<file path="config.mk">
export PLATFORM = sky130hd
export DESIGN_NAME = sup_store_buffer
export DESIGN_NICKNAME = d
export VERILOG_FILES = /design/src/rtl/sb_pkg.sv /design/src/rtl/sb_fifo.sv /design/src/rtl/sb_fwd.sv /design/src/rtl/sb_dump_ctl.sv /design/src/rtl/sup_store_buffer.sv
export SDC_FILE = /design/constraint.sdc
export NUM_CORES = 1
export LEC_CHECK = 0
export BUFFER_PORTS_ARGS = -buffer_cell sky130_fd_sc_hd__buf_2
export CAP_MARGIN = 30
export CORE_MARGIN = 2
export CORE_UTILIZATION = 35
export CTS_BUF_LIST = sky130_fd_sc_hd__clkbuf_16
export CTS_CLUSTER_DIAMETER = 60
export CTS_CLUSTER_SIZE = 30
export DETAILED_ROUTE_END_ITERATION = 10
export PLACE_DENSITY = 0.61
export RECOVER_POWER = 25
export SYNTH_ARGS = -nofsm -noshare
export SYNTH_HDL_FRONTEND = slang
export SYNTH_SLANG_ARGS = --single-unit
</file>
<file path="constraint.sdc">
create_clock -name clk -period 3.6 [get_ports clk]
set_input_delay 0.36 -clock clk [delete_from_list [all_inputs] [get_ports clk]]
set_output_delay 0.36 -clock clk [all_outputs]
set_load 0.02 [all_outputs]
</file>
<file path="src/rtl/sb_pkg.sv">
// Shared types for the supervised-aware store buffer.
// Assumes: included first in compile order.
package sb_pkg;

    // Operating mode of the buffer drain path.
    typedef enum logic {
        DS_RUN  = 1'b0,
        DS_DUMP = 1'b1
    } dump_state_e;

endpackage

</file>
<file path="src/rtl/sb_fifo.sv">
// Circular entry storage with an age-ordered view of all slots.
// Slot k of the age view is the k-th oldest entry; age_live marks which
// slots hold a store. Assumes the caller never pushes when full nor pops
// when empty.
module sb_fifo #(
    parameter int DEPTH = 4,
    parameter int AW    = 32,
    parameter int DW    = 32,
    localparam int CW   = $clog2(DEPTH + 1)
) (
    input  logic             clk,
    input  logic             rst_n,
    input  logic             push,
    input  logic [AW-1:0]    push_vaddr,
    input  logic [DW-1:0]    push_data,
    input  logic             push_sup,
    input  logic             pop,
    output logic [AW-1:0]    age_vaddr [DEPTH],
    output logic [DW-1:0]    age_data  [DEPTH],
    output logic             age_sup   [DEPTH],
    output logic [DEPTH-1:0] age_live,
    output logic [CW-1:0]    count,
    output logic             empty,
    output logic             full
);
    localparam int PW = (DEPTH > 1) ? $clog2(DEPTH) : 1;

    logic [AW-1:0] vaddr_q [DEPTH];
    logic [DW-1:0] data_q  [DEPTH];
    logic          sup_q   [DEPTH];
    logic [PW-1:0] head_q, tail_q;
    logic [CW-1:0] cnt_q;

    function automatic logic [PW-1:0] bump(input logic [PW-1:0] p);
        return (p == PW'(DEPTH - 1)) ? '0 : p + 1'b1;
    endfunction

    // Write the incoming store into the tail slot.
    always_ff @(posedge clk) begin
        if (push) begin
            vaddr_q[tail_q] <= push_vaddr;
            data_q[tail_q]  <= push_data;
            sup_q[tail_q]   <= push_sup;
        end
    end

    // Advance pointers and occupancy.
    always_ff @(posedge clk) begin
        if (!rst_n) begin
            head_q <= '0;
            tail_q <= '0;
            cnt_q  <= '0;
        end else begin
            if (push) tail_q <= bump(tail_q);
            if (pop)  head_q <= bump(head_q);
            case ({push, pop})
                2'b10:   cnt_q <= cnt_q + 1'b1;
                2'b01:   cnt_q <= cnt_q - 1'b1;
                default: cnt_q <= cnt_q;
            endcase
        end
    end

    assign count = cnt_q;
    assign empty = (cnt_q == '0);
    assign full  = (cnt_q == CW'(DEPTH));

    // Build the oldest-first view of the storage.
    for (genvar k = 0; k < DEPTH; k++) begin : g_age
        logic [PW:0]   sum;
        logic [PW-1:0] idx;
        assign sum = {1'b0, head_q} + (PW + 1)'(k);
        assign idx = (sum >= (PW + 1)'(DEPTH)) ? PW'(sum - (PW + 1)'(DEPTH)) : sum[PW-1:0];
        assign age_vaddr[k] = vaddr_q[idx];
        assign age_data[k]  = data_q[idx];
        assign age_sup[k]   = sup_q[idx];
        assign age_live[k]  = (CW'(k) < cnt_q);
    end


    no_overflow_chk: assert property (@(posedge clk) disable iff (!rst_n)
        push |-> (count != CW'(DEPTH)));


    pop_count_chk: assert property (@(posedge clk) disable iff (!rst_n)
        (pop && !push) |=> (count == $past(count) - 1'b1));

endmodule

</file>
<file path="src/rtl/sb_fwd.sv">
// Load lookup against buffered stores. Scans the age-ordered view so
// that the youngest matching entry wins. Ordinary loads get forwarded
// data; supervised loads only learn whether they must wait.
module sb_fwd #(
    parameter int DEPTH = 4,
    parameter int AW    = 32,
    parameter int DW    = 32
) (
    input  logic [AW-1:0]    age_vaddr [DEPTH],
    input  logic [DW-1:0]    age_data  [DEPTH],
    input  logic [DEPTH-1:0] age_live,
    input  logic             ld_valid,
    input  logic             ld_sup,
    input  logic [AW-1:0]    ld_vaddr,
    output logic             ld_hit,
    output logic [DW-1:0]    ld_data,
    output logic             ld_stall
);
    logic          any_match;
    logic [DW-1:0] young_data;

    // Find any match and keep the data of the youngest one.
    always_comb begin
        any_match  = 1'b0;
        young_data = '0;
        for (int k = 0; k < DEPTH; k++) begin
            if (age_live[k] && (age_vaddr[k] == ld_vaddr)) begin
                any_match  = 1'b1;
                young_data = age_data[k];
            end
        end
    end

    // Split the result by load kind.
    always_comb begin
        ld_hit   = ld_valid && !ld_sup && any_match;
        ld_stall = ld_valid &&  ld_sup && any_match;
        ld_data  = ld_hit ? young_data : '0;
    end

endmodule

</file>
<file path="src/rtl/sb_dump_ctl.sv">
// Late-exception dump sequencer. On an exception it halts draining and
// pops one entry per cycle until empty, then pulses done for one cycle.
// Assumes the storage reports empty and the one-entry-left condition.
module sb_dump_ctl (
    input  logic clk,
    input  logic rst_n,
    input  logic exc_req,
    input  logic empty,
    input  logic one_left,
    output logic dumping,
    output logic dump_fire,
    output logic dump_last,
    output logic dump_done
);
    import sb_pkg::*;

    dump_state_e state_q;

    // Enter dump on exception, leave after the done cycle.
    always_ff @(posedge clk) begin
        if (!rst_n) begin
            state_q <= DS_RUN;
        end else begin
            case (state_q)
                DS_RUN:  if (exc_req) state_q <= DS_DUMP;
                DS_DUMP: if (empty)   state_q <= DS_RUN;
                default: state_q <= DS_RUN;
            endcase
        end
    end

    // Decode per-cycle dump strobes.
    always_comb begin
        dumping   = (state_q == DS_DUMP);
        dump_fire = dumping && !empty;
        dump_last = dump_fire && one_left;
        dump_done = dumping && empty;
    end


    last_then_done_chk: assert property (@(posedge clk) disable iff (!rst_n)
        dump_last |=> dump_done);


    done_empty_chk: assert property (@(posedge clk) disable iff (!rst_n)
        dump_done |=> !dumping);

endmodule

</file>
<file path="src/rtl/sup_store_buffer.sv">
// Supervised-aware store buffer top. Stores drain in order to memory
// unless a late exception has started a dump; loads look up the buffer
// through the forwarding unit. Assumes mem_ready may be asserted freely
// and the handler consumes one dumped entry per cycle.
module sup_store_buffer #(
    parameter int DEPTH = 4,
    parameter int AW    = 32,
    parameter int DW    = 32
) (
    input  logic          clk,
    input  logic          rst_n,
    input  logic          enq_valid,
    output logic          enq_ready,
    input  logic [AW-1:0] enq_vaddr,
    input  logic [DW-1:0] enq_data,
    input  logic          enq_sup,
    output logic          mem_valid,
    input  logic          mem_ready,
    output logic [AW-1:0] mem_vaddr,
    output logic [DW-1:0] mem_data,
    output logic          mem_sup,
    input  logic          ld_valid,
    input  logic          ld_sup,
    input  logic [AW-1:0] ld_vaddr,
    output logic          ld_hit,
    output logic [DW-1:0] ld_data,
    output logic          ld_stall,
    input  logic          exc_req,
    output logic          dump_valid,
    output logic [AW-1:0] dump_vaddr,
    output logic [DW-1:0] dump_data,
    output logic          dump_sup,
    output logic          dump_last,
    output logic          dump_done
);
    localparam int CW = $clog2(DEPTH + 1);

    logic [AW-1:0]    age_vaddr [DEPTH];
    logic [DW-1:0]    age_data  [DEPTH];
    logic             age_sup   [DEPTH];
    logic [DEPTH-1:0] age_live;
    logic [CW-1:0]    count;
    logic             empty, full;
    logic             dumping, dump_fire;
    logic             push, pop, drain_fire;

    // Edge handshakes and pop selection.
    always_comb begin
        enq_ready  = !dumping && !full;
        push       = enq_valid && enq_ready;
        mem_valid  = !dumping && !empty;
        drain_fire = mem_valid && mem_ready;
        pop        = drain_fire || dump_fire;
    end

    sb_fifo #(.DEPTH(DEPTH), .AW(AW), .DW(DW)) u_fifo (
        .clk        (clk),
        .rst_n      (rst_n),
        .push       (push),
        .push_vaddr (enq_vaddr),
        .push_data  (enq_data),
        .push_sup   (enq_sup),
        .pop        (pop),
        .age_vaddr  (age_vaddr),
        .age_data   (age_data),
        .age_sup    (age_sup),
        .age_live   (age_live),
        .count      (count),
        .empty      (empty),
        .full       (full)
    );

    sb_fwd #(.DEPTH(DEPTH), .AW(AW), .DW(DW)) u_fwd (
        .age_vaddr (age_vaddr),
        .age_data  (age_data),
        .age_live  (age_live),
        .ld_valid  (ld_valid),
        .ld_sup    (ld_sup),
        .ld_vaddr  (ld_vaddr),
        .ld_hit    (ld_hit),
        .ld_data   (ld_data),
        .ld_stall  (ld_stall)
    );

    sb_dump_ctl u_dump (
        .clk       (clk),
        .rst_n     (rst_n),
        .exc_req   (exc_req),
        .empty     (empty),
        .one_left  (count == CW'(1)),
        .dumping   (dumping),
        .dump_fire (dump_fire),
        .dump_last (dump_last),
        .dump_done (dump_done)
    );

    // Head entry drives both the memory and the dump port.
    always_comb begin
        mem_vaddr  = age_vaddr[0];
        mem_data   = age_data[0];
        mem_sup    = age_sup[0];
        dump_valid = dump_fire;
        dump_vaddr = age_vaddr[0];
        dump_data  = age_data[0];
        dump_sup   = age_sup[0];
    end


    no_drain_in_dump_chk: assert property (@(posedge clk) disable iff (!rst_n)
        dump_valid |-> !mem_valid);


    sup_no_fwd_chk: assert property (@(posedge clk) disable iff (!rst_n)
        (ld_valid && ld_sup) |-> !ld_hit);


    no_enq_in_dump_chk: assert property (@(posedge clk) disable iff (!rst_n)
        (dump_valid || dump_done) |-> !enq_ready);

endmodule

</file>
# Word-level counts from Yosys, hierarchy flattened
# Memories as Yosys holds them, arrays and structs flattened.
# Index checks and enable logic that the tools add are counted.
totals:
  register_bits: 8
  ram_bits: 260
  inputBits: 104
  output_inout_bits: 169
  word_cells: 80
  n_memories: 3
memory_table:
  columns: ["name", "depth", "width", "read_ports", "rd_ports_with_merged_regs", "write_ports", "line", "text"]
  rows:
  - ["u_fifo.data_q", 4, 32, 4, 0, 1, "sb_fifo.sv:29", "logic [DW-1:0] data_q [DEPTH];"]
  - ["u_fifo.vaddr_q", 4, 32, 4, 0, 1, "sb_fifo.sv:28", "logic [AW-1:0] vaddr_q [DEPTH];"]
  - ["u_fifo.sup_q", 4, 1, 1, 0, 1, "sb_fifo.sv:30", "logic sup_q [DEPTH];"]
classes:
  addsub: 11
  magnitude_cmp: 8
  eq_ne: 10
  muxes: 21
  bitwise: 1
  n_reduce_logical: 22
ops:
  columns: ["cell", "count"]
  rows:
  - ["$mux 32", 5]
  - ["$eq 32x32->1", 4]
  - ["$logic_and 1x1->1", 15]
  - ["$mux 2", 6]
  - ["$ge 3x3->1 const B", 3]
  - ["$mux 1", 8]
  - ["$sub 2x1->2 const B", 4]
  - ["$add 2x2->3 const B", 2]
  - ["$eq 2x2->1 const B", 3]
  - ["$lt 1x3->1 const A", 2]
  - ["$lt 2x3->1 const A", 2]
  - ["$pmux 3 s2", 1]
  - ["$add 2x1->2 const B", 2]
  - ["$logic_not 1->1", 4]
  - ["$add 2x1->3 const B", 1]
  - ["$add 3x1->3 const B", 1]
  - ["$eq 3x1->1 const B", 1]
  - ["$eq 3x3->1 const B", 1]
  - ["$ge 2x3->1 const B", 1]
  - ["$logic_not 3->1", 1]
  - ["$sub 3x1->3 const B", 1]
  - ["$eq 2x1->1 const B", 1]
  - ["$pmux 1 s2", 1]
  - ["$reduce_bool 2->1", 1]
  - ["other kinds (2)", 2]

# Longest topological paths before layout
# An unclocked memory read counts as a cell.
depth:
  depth_word: 11
  ltp_mapped: 15
  ltp_nobuf: 9

# Cells and area by module
# A second synthesis with hierarchy kept.
hier_totals:
  cells_unflattened: 1238
  area_unflattened_um2: 19008.2
by_module_without_submodules:
  columns: ["module", "instances", "cells_each", "area_each_um2"]
  rows:
  - ["sb_fifo", 1, 633, 14610.3]
  - ["sb_fwd", 1, 529, 3821.2]
  - ["sup_store_buffer", 1, 70, 516.7]
  - ["sb_dump_ctl", 1, 6, 60.1]

# Least setup slack after synthesis
# Ideal clock, no wire load.
synth_path:
  kind: "reg-to-output"
  startpoint: "register u_fifo.head_q[0]"
  endpoint: "output ld_data[0]"
  arrival_time_ps: 3225
  required_time_ps: 3240
  path_slack_ps: 15
  stages_incl_launch_ff: 14
  path_buffers: 4
  path_cell_list: "dfxtp_1 -> ha_1 -> buf_6 -> buf_4 -> buf_2 -> mux2i_1 -> o22ai_1 -> nor3_1 -> a21oi_1 -> nor4b_2 -> a32oi_2 -> and3b_1 -> buf_4 -> a211oi_1"
synth_via:
  elab_chain_len: 11
synth_lines:
  columns: ["element", "line", "text"]
  rows:
  - ["from (decl)", "sb_fifo.sv:31", "logic [PW-1:0] head_q, tail_q;"]
  - ["from (signal assigned)", "sb_fifo.sv:55", "if (pop) head_q <= bump(head_q);"]
  - ["$add 2x1->3, or another cell as far along", "sb_fifo.sv:72", "assign sum = {1'b0, head_q} + (PW + 1)'(k);"]
  - ["$ge 3x3->1, or another cell as far along", "sb_fifo.sv:73", "assign idx = (sum >= (PW + 1)'(DEPTH)) ? PW'(sum - (PW + 1)'(DEPTH)) : sum[PW-1:0];"]
  - ["$mux 2 or $mem_v2 4x32 (tied branches)", null, null]
  - ["$mem_v2 4x32 or $eq 32x32->1 (tied branches)", null, null]
  - ["$eq 32x32->1 or $logic_and 1x1->1 (tied branches)", "sb_fwd.sv:27", "if (age_live[k] && (age_vaddr[k] == ld_vaddr)) begin"]
  - ["$logic_and 1x1->1 or $mux 1 (tied branches)", "sb_fwd.sv:27", null]
  - ["$mux 1 (3 in a row)", "sb_fwd.sv:27", null]
  - ["$logic_and 1x1->1", "sb_fwd.sv:36", "ld_hit = ld_valid && !ld_sup && any_match;"]
  - ["$mux 32 *", "sb_fwd.sv:38", "ld_data = ld_hit ? young_data : '0;"]
  - ["to (decl)", "sup_store_buffer.sv:26", "output logic [DW-1:0] ld_data,"]
# Mark *: on every way between the ends. The rest lies on a longest branch, timed or not.

# Worst setup path in the final report
layout_path:
  startpoint: "register u_fifo.head_q[1]"
  endpoint: "output ld_data[25]"
# The elaborated chain is that of the path after synthesis.

==> flow_summary.ini <==
[yosys]
netlist_area_um2 = 18780
synth_cell_types = 61
synth_edf_count = 260
synth_compound_gate_area_share = 0.07495
synth_top_area_frac = 0.4157
synth_ff_type = edfxtp_1
synth_top_family_by_area = multiplexers
synth_top_cell_by_area = edfxtp_1
synth_area_leaders = edfxtp_1, mux4_2, mux2i_1, xnor2_1, buf_4
ys_seq_area_frac = 0.4264
ys_ff_latch = 270
synth_simple_gate_area_frac = 0.06269
syn_nets = 1403
async_flop_share = 0
syn_inst = 1289
muxShareOfSynthArea = 0.3128
synth_area_per_cell_um2 = 14.57
yosys.area_share.adder = 0.006662
synth_warnings = 0
synth_xor_area_frac = 0.05316

[worst_hold_path]
hold_path_end = u_dump.dumping
hp-class = in -> reg
hold_path.startpoint = exc_req
whs_path_depth = 3

[drt]
drt_iter0_markers = 1535
drt_first_pass_iters = 5
vias = 14171
routed_wl_mm = 60.43
routed_via_density = 6.053
ant_nets = 0
drc = 0
wl_per_cell_um = 25.81

[clocking]
cts_tree = done
clkSlewWorstSetupHoldPaths_ns = 0.06
clock_latency_ns = 0.59
cts_made_buffers = 29
clk_path_buf_depth = 3
htree_levels = 1
cts_sinks = 270
cts_root_buf = clkbuf_16

[sta]
whs_ns = 0.03991
rsz0062_at_grt = true
slew_viol_final = 0
max_slew_margin = 0.4476
tightest_slew_ns = 0.8269
finalHoldViolations = 0
finalSetupViolCount = 34
period_needed_ns = 4.480
timing.final.ws_setup_ns = -0.8799
timing.final.crit_share = 1.244
fmax_mhz = 223.2
skew_ns = 0.01897

[setup_path]
worst_ep_required_time_ns = 3.24
end_kind = output port
crit_path_max_incr_delay_ns = 0.56
start_kind = flop
crit_slowest_cell = mux4_2
path_max_fanout = 5
worstPathArrival_ns = 4.12
r2r-start = u_fifo.count[0]
path_class = reg -> out
worstReg2RegEnd = u_fifo.vaddr_q[3][25]
reg2reg_slack_ns = 1.05
path_cells = ha_4 -> buf_12 -> mux4_2 -> xnor2_4 -> nand3_2 -> nor4_4 -> nor4b_4 -> buf_6 -> buf_12 -> nand3_1 -> o311a_1 -> a211oi_4 -> buf_6
worstRegToRegCells = 5

[status]
status = complete, but fails checks
failed_checks = setup timing

[power]
p_leak_nw = 7.638
power.density_cell_area_nw_per_um2 = 666.6
peakVddDrop_mv = 0.3922
p_sw_frac = 0.3890
p_seq_frac = 0.250
clkPwrFrac = 0.199
pwr-share-comb = 0.551
p_int_mw = 9.683
p_switching_mw = 6.163

[placed_design]
dpl.cell_count = 2208
io_buffers = 272
gp_congestion = 0.9005
dp_hpwl_mm = 41.28
placed_area_um2 = 21380

[floorplan]
chipHeight_um = 235.7
start_util = 0.3560
die_w_um = 235.7
io_pins = 273
core_um2 = 52760
fp.dieArea_um2 = 55530
row_count = 84

[grt]
grt_pass1_vias = 13777
grt_pass1_wl_mm = 88.86
grt_max_degree = 48
overflow = 0
grt_use_total = 0.2106
grt_antenna_before_repair = 5

[finish]
nNetsFinal = 1743
drive_above_1_share = 0.4525
finish.instance_area_um2 = 23770
syn2layout_area_growth_pct = 26.56
final_cells = 2341

[flow_run]
maxCapViolCount = 0
==> per-stage QoR <==
stage | worst slack, ns | utilization | TNS [ns] | power (mW)
2_1_floorplan | 0.01475 | - | 0 | 10.05
3_3_place_gp | -0.5541 | 0.4052 | -15.18 | 12.19
5_1_grt | -1.007 | 0.4505 | -32.68 | 16.52
6_report | -0.8799 | 0.4505 | -27.89 | 15.85
3_5_place_dp | -0.5691 | 0.4052 | -15.90 | 12.24
4_1_cts | -0.8716 | 0.4458 | -27.20 | 15.74
==> worst max-delay path by stage <==
stage / from / endpoint / slack, ns / cells after the start
finish: u_fifo.head_q[1] / ld_data[25] / -0.88 / 13
global route: u_fifo.head_q[0] / ld_data[28] / -1.01 / 14
CTS: u_fifo.head_q[1] / ld_data[4] / -0.87 / 15
detailed placement: u_fifo.head_q[0] / ld_data[25] / -0.57 / 14
global placement: u_fifo.head_q[0] / ld_data[25] / -0.55 / 14
floorplan: u_fifo.head_q[0] / ld_data[0] / 0.01 / 13
==> sequential cells by signal, summed over array words and instances, names as in the netlist, named ones only <==
signal / cells
u_fifo.vaddr_q: 128
u_fifo.sup_q: 4
u_fifo.count: 3
u_fifo.tail_q: 2
u_fifo.head_q: 2
u_dump.dumping: 1
u_fifo.data_q: 128
==> routing by layer <==
layer | GRT usage | wire length (um) | vias to the layer above
li1 | - | - | 5943
met1 | 0.2890 | 25120 | 7327
met2 | 0.3380 | 28550 | 766
met3 | 0.03846 | 4629 | 129
met4 | 0.07026 | 2096 | 6
met5 | 0 | 37 | -
==> final cells by class <==
| class | instances | area (um^2) |
|---|---|---|
| tap | 688 | 860.8 |
| inverter | 9 | 33.78 |
| clock buffer | 29 | 725.7 |
| clock inverter | 24 | 294.0 |
| timing repair buffer | 501 | 3800 |
| antenna | 2 | 5.005 |
| fill | 4706 | 28990 |
| multi-input combinational | 818 | 10030 |
| sequential | 270 | 8023 |
==> cell families after synthesis <==
logic type,count (synthesis)
compound gates,172
mux,309
fa+ha+maj,10
buf+inv,201
simple gates,213
flops,270
xor+xnor,114
==> cells in the final DEF, fill, tap and decap left out, drive strengths merged, types with 46 or more instances in the layout <==
cell type      n
xnor2         71
o21ai         48
buf          396
nand3         73
clkbuf        74
mux2i         83
dlygate4sd3   59
nand4         46
mux4         222
edfxtp       260
==> power groups by stage <==
stage	Clock [mW]	Combinational, mW	Sequential (mW)
6_report	3.15	8.73	3.97
5_1_grt	3.31	9.22	3.99
4_1_cts	3.20	8.57	3.96
3_5_place_dp	0	8.20	4.04
3_3_place_gp	0	8.17	4.03
2_1_floorplan	0	6.13	3.93
==> critical path, delay by kind of cell (launching register included) <==
| family | cells | cell delay [ns] |
|---|---|---|
| xor+xnor | 1 | 0.24 |
| simple gates | 4 | 0.76 |
| fa+ha+maj | 1 | 0.30 |
| flops | 1 | 0.36 |
| buf+inv | 4 | 0.61 |
| mux | 1 | 0.56 |
| compound gates | 2 | 0.70 |
==> what timing repair did <==
action | in CTS | in global routing
setup endpoints to repair | 34 | 34
gates resized for setup | 89 | 32
gates cloned | 1 | 1
pin swaps | 5 | 12
setup buffers | 10 | 7
hold endpoints to repair | 233 | 0
hold buffers | 59 | 0
==> Yosys cell counts (6+ instances only) <==
| cell | count |
|---|---|
| nor2b_1 | 10 |
| buf_4 | 71 |
| mux2i_1 | 83 |
| nor4_1 | 9 |
| buf_2 | 36 |
| nor3_1 | 11 |
| mux4_2 | 222 |
| nor2_1 | 25 |
| a211oi_2 | 30 |
| xnor2_1 | 71 |
| buf_6 | 15 |
| nand3_1 | 73 |
| inv_1 | 8 |
| a21oi_1 | 15 |
| nand4_1 | 46 |
| and2_1 | 6 |
| xor2_1 | 43 |
| ha_1 | 10 |
| a2111oi_0 | 6 |
| o311a_1 | 32 |
| o21ai_0 | 46 |
| clkbuf_1 | 54 |
| buf_1 | 15 |
| edfxtp_1 | 260 |
| nand2_1 | 16 |
| dfxtp_1 | 10 |
Power figures use the tool's default switching activity.
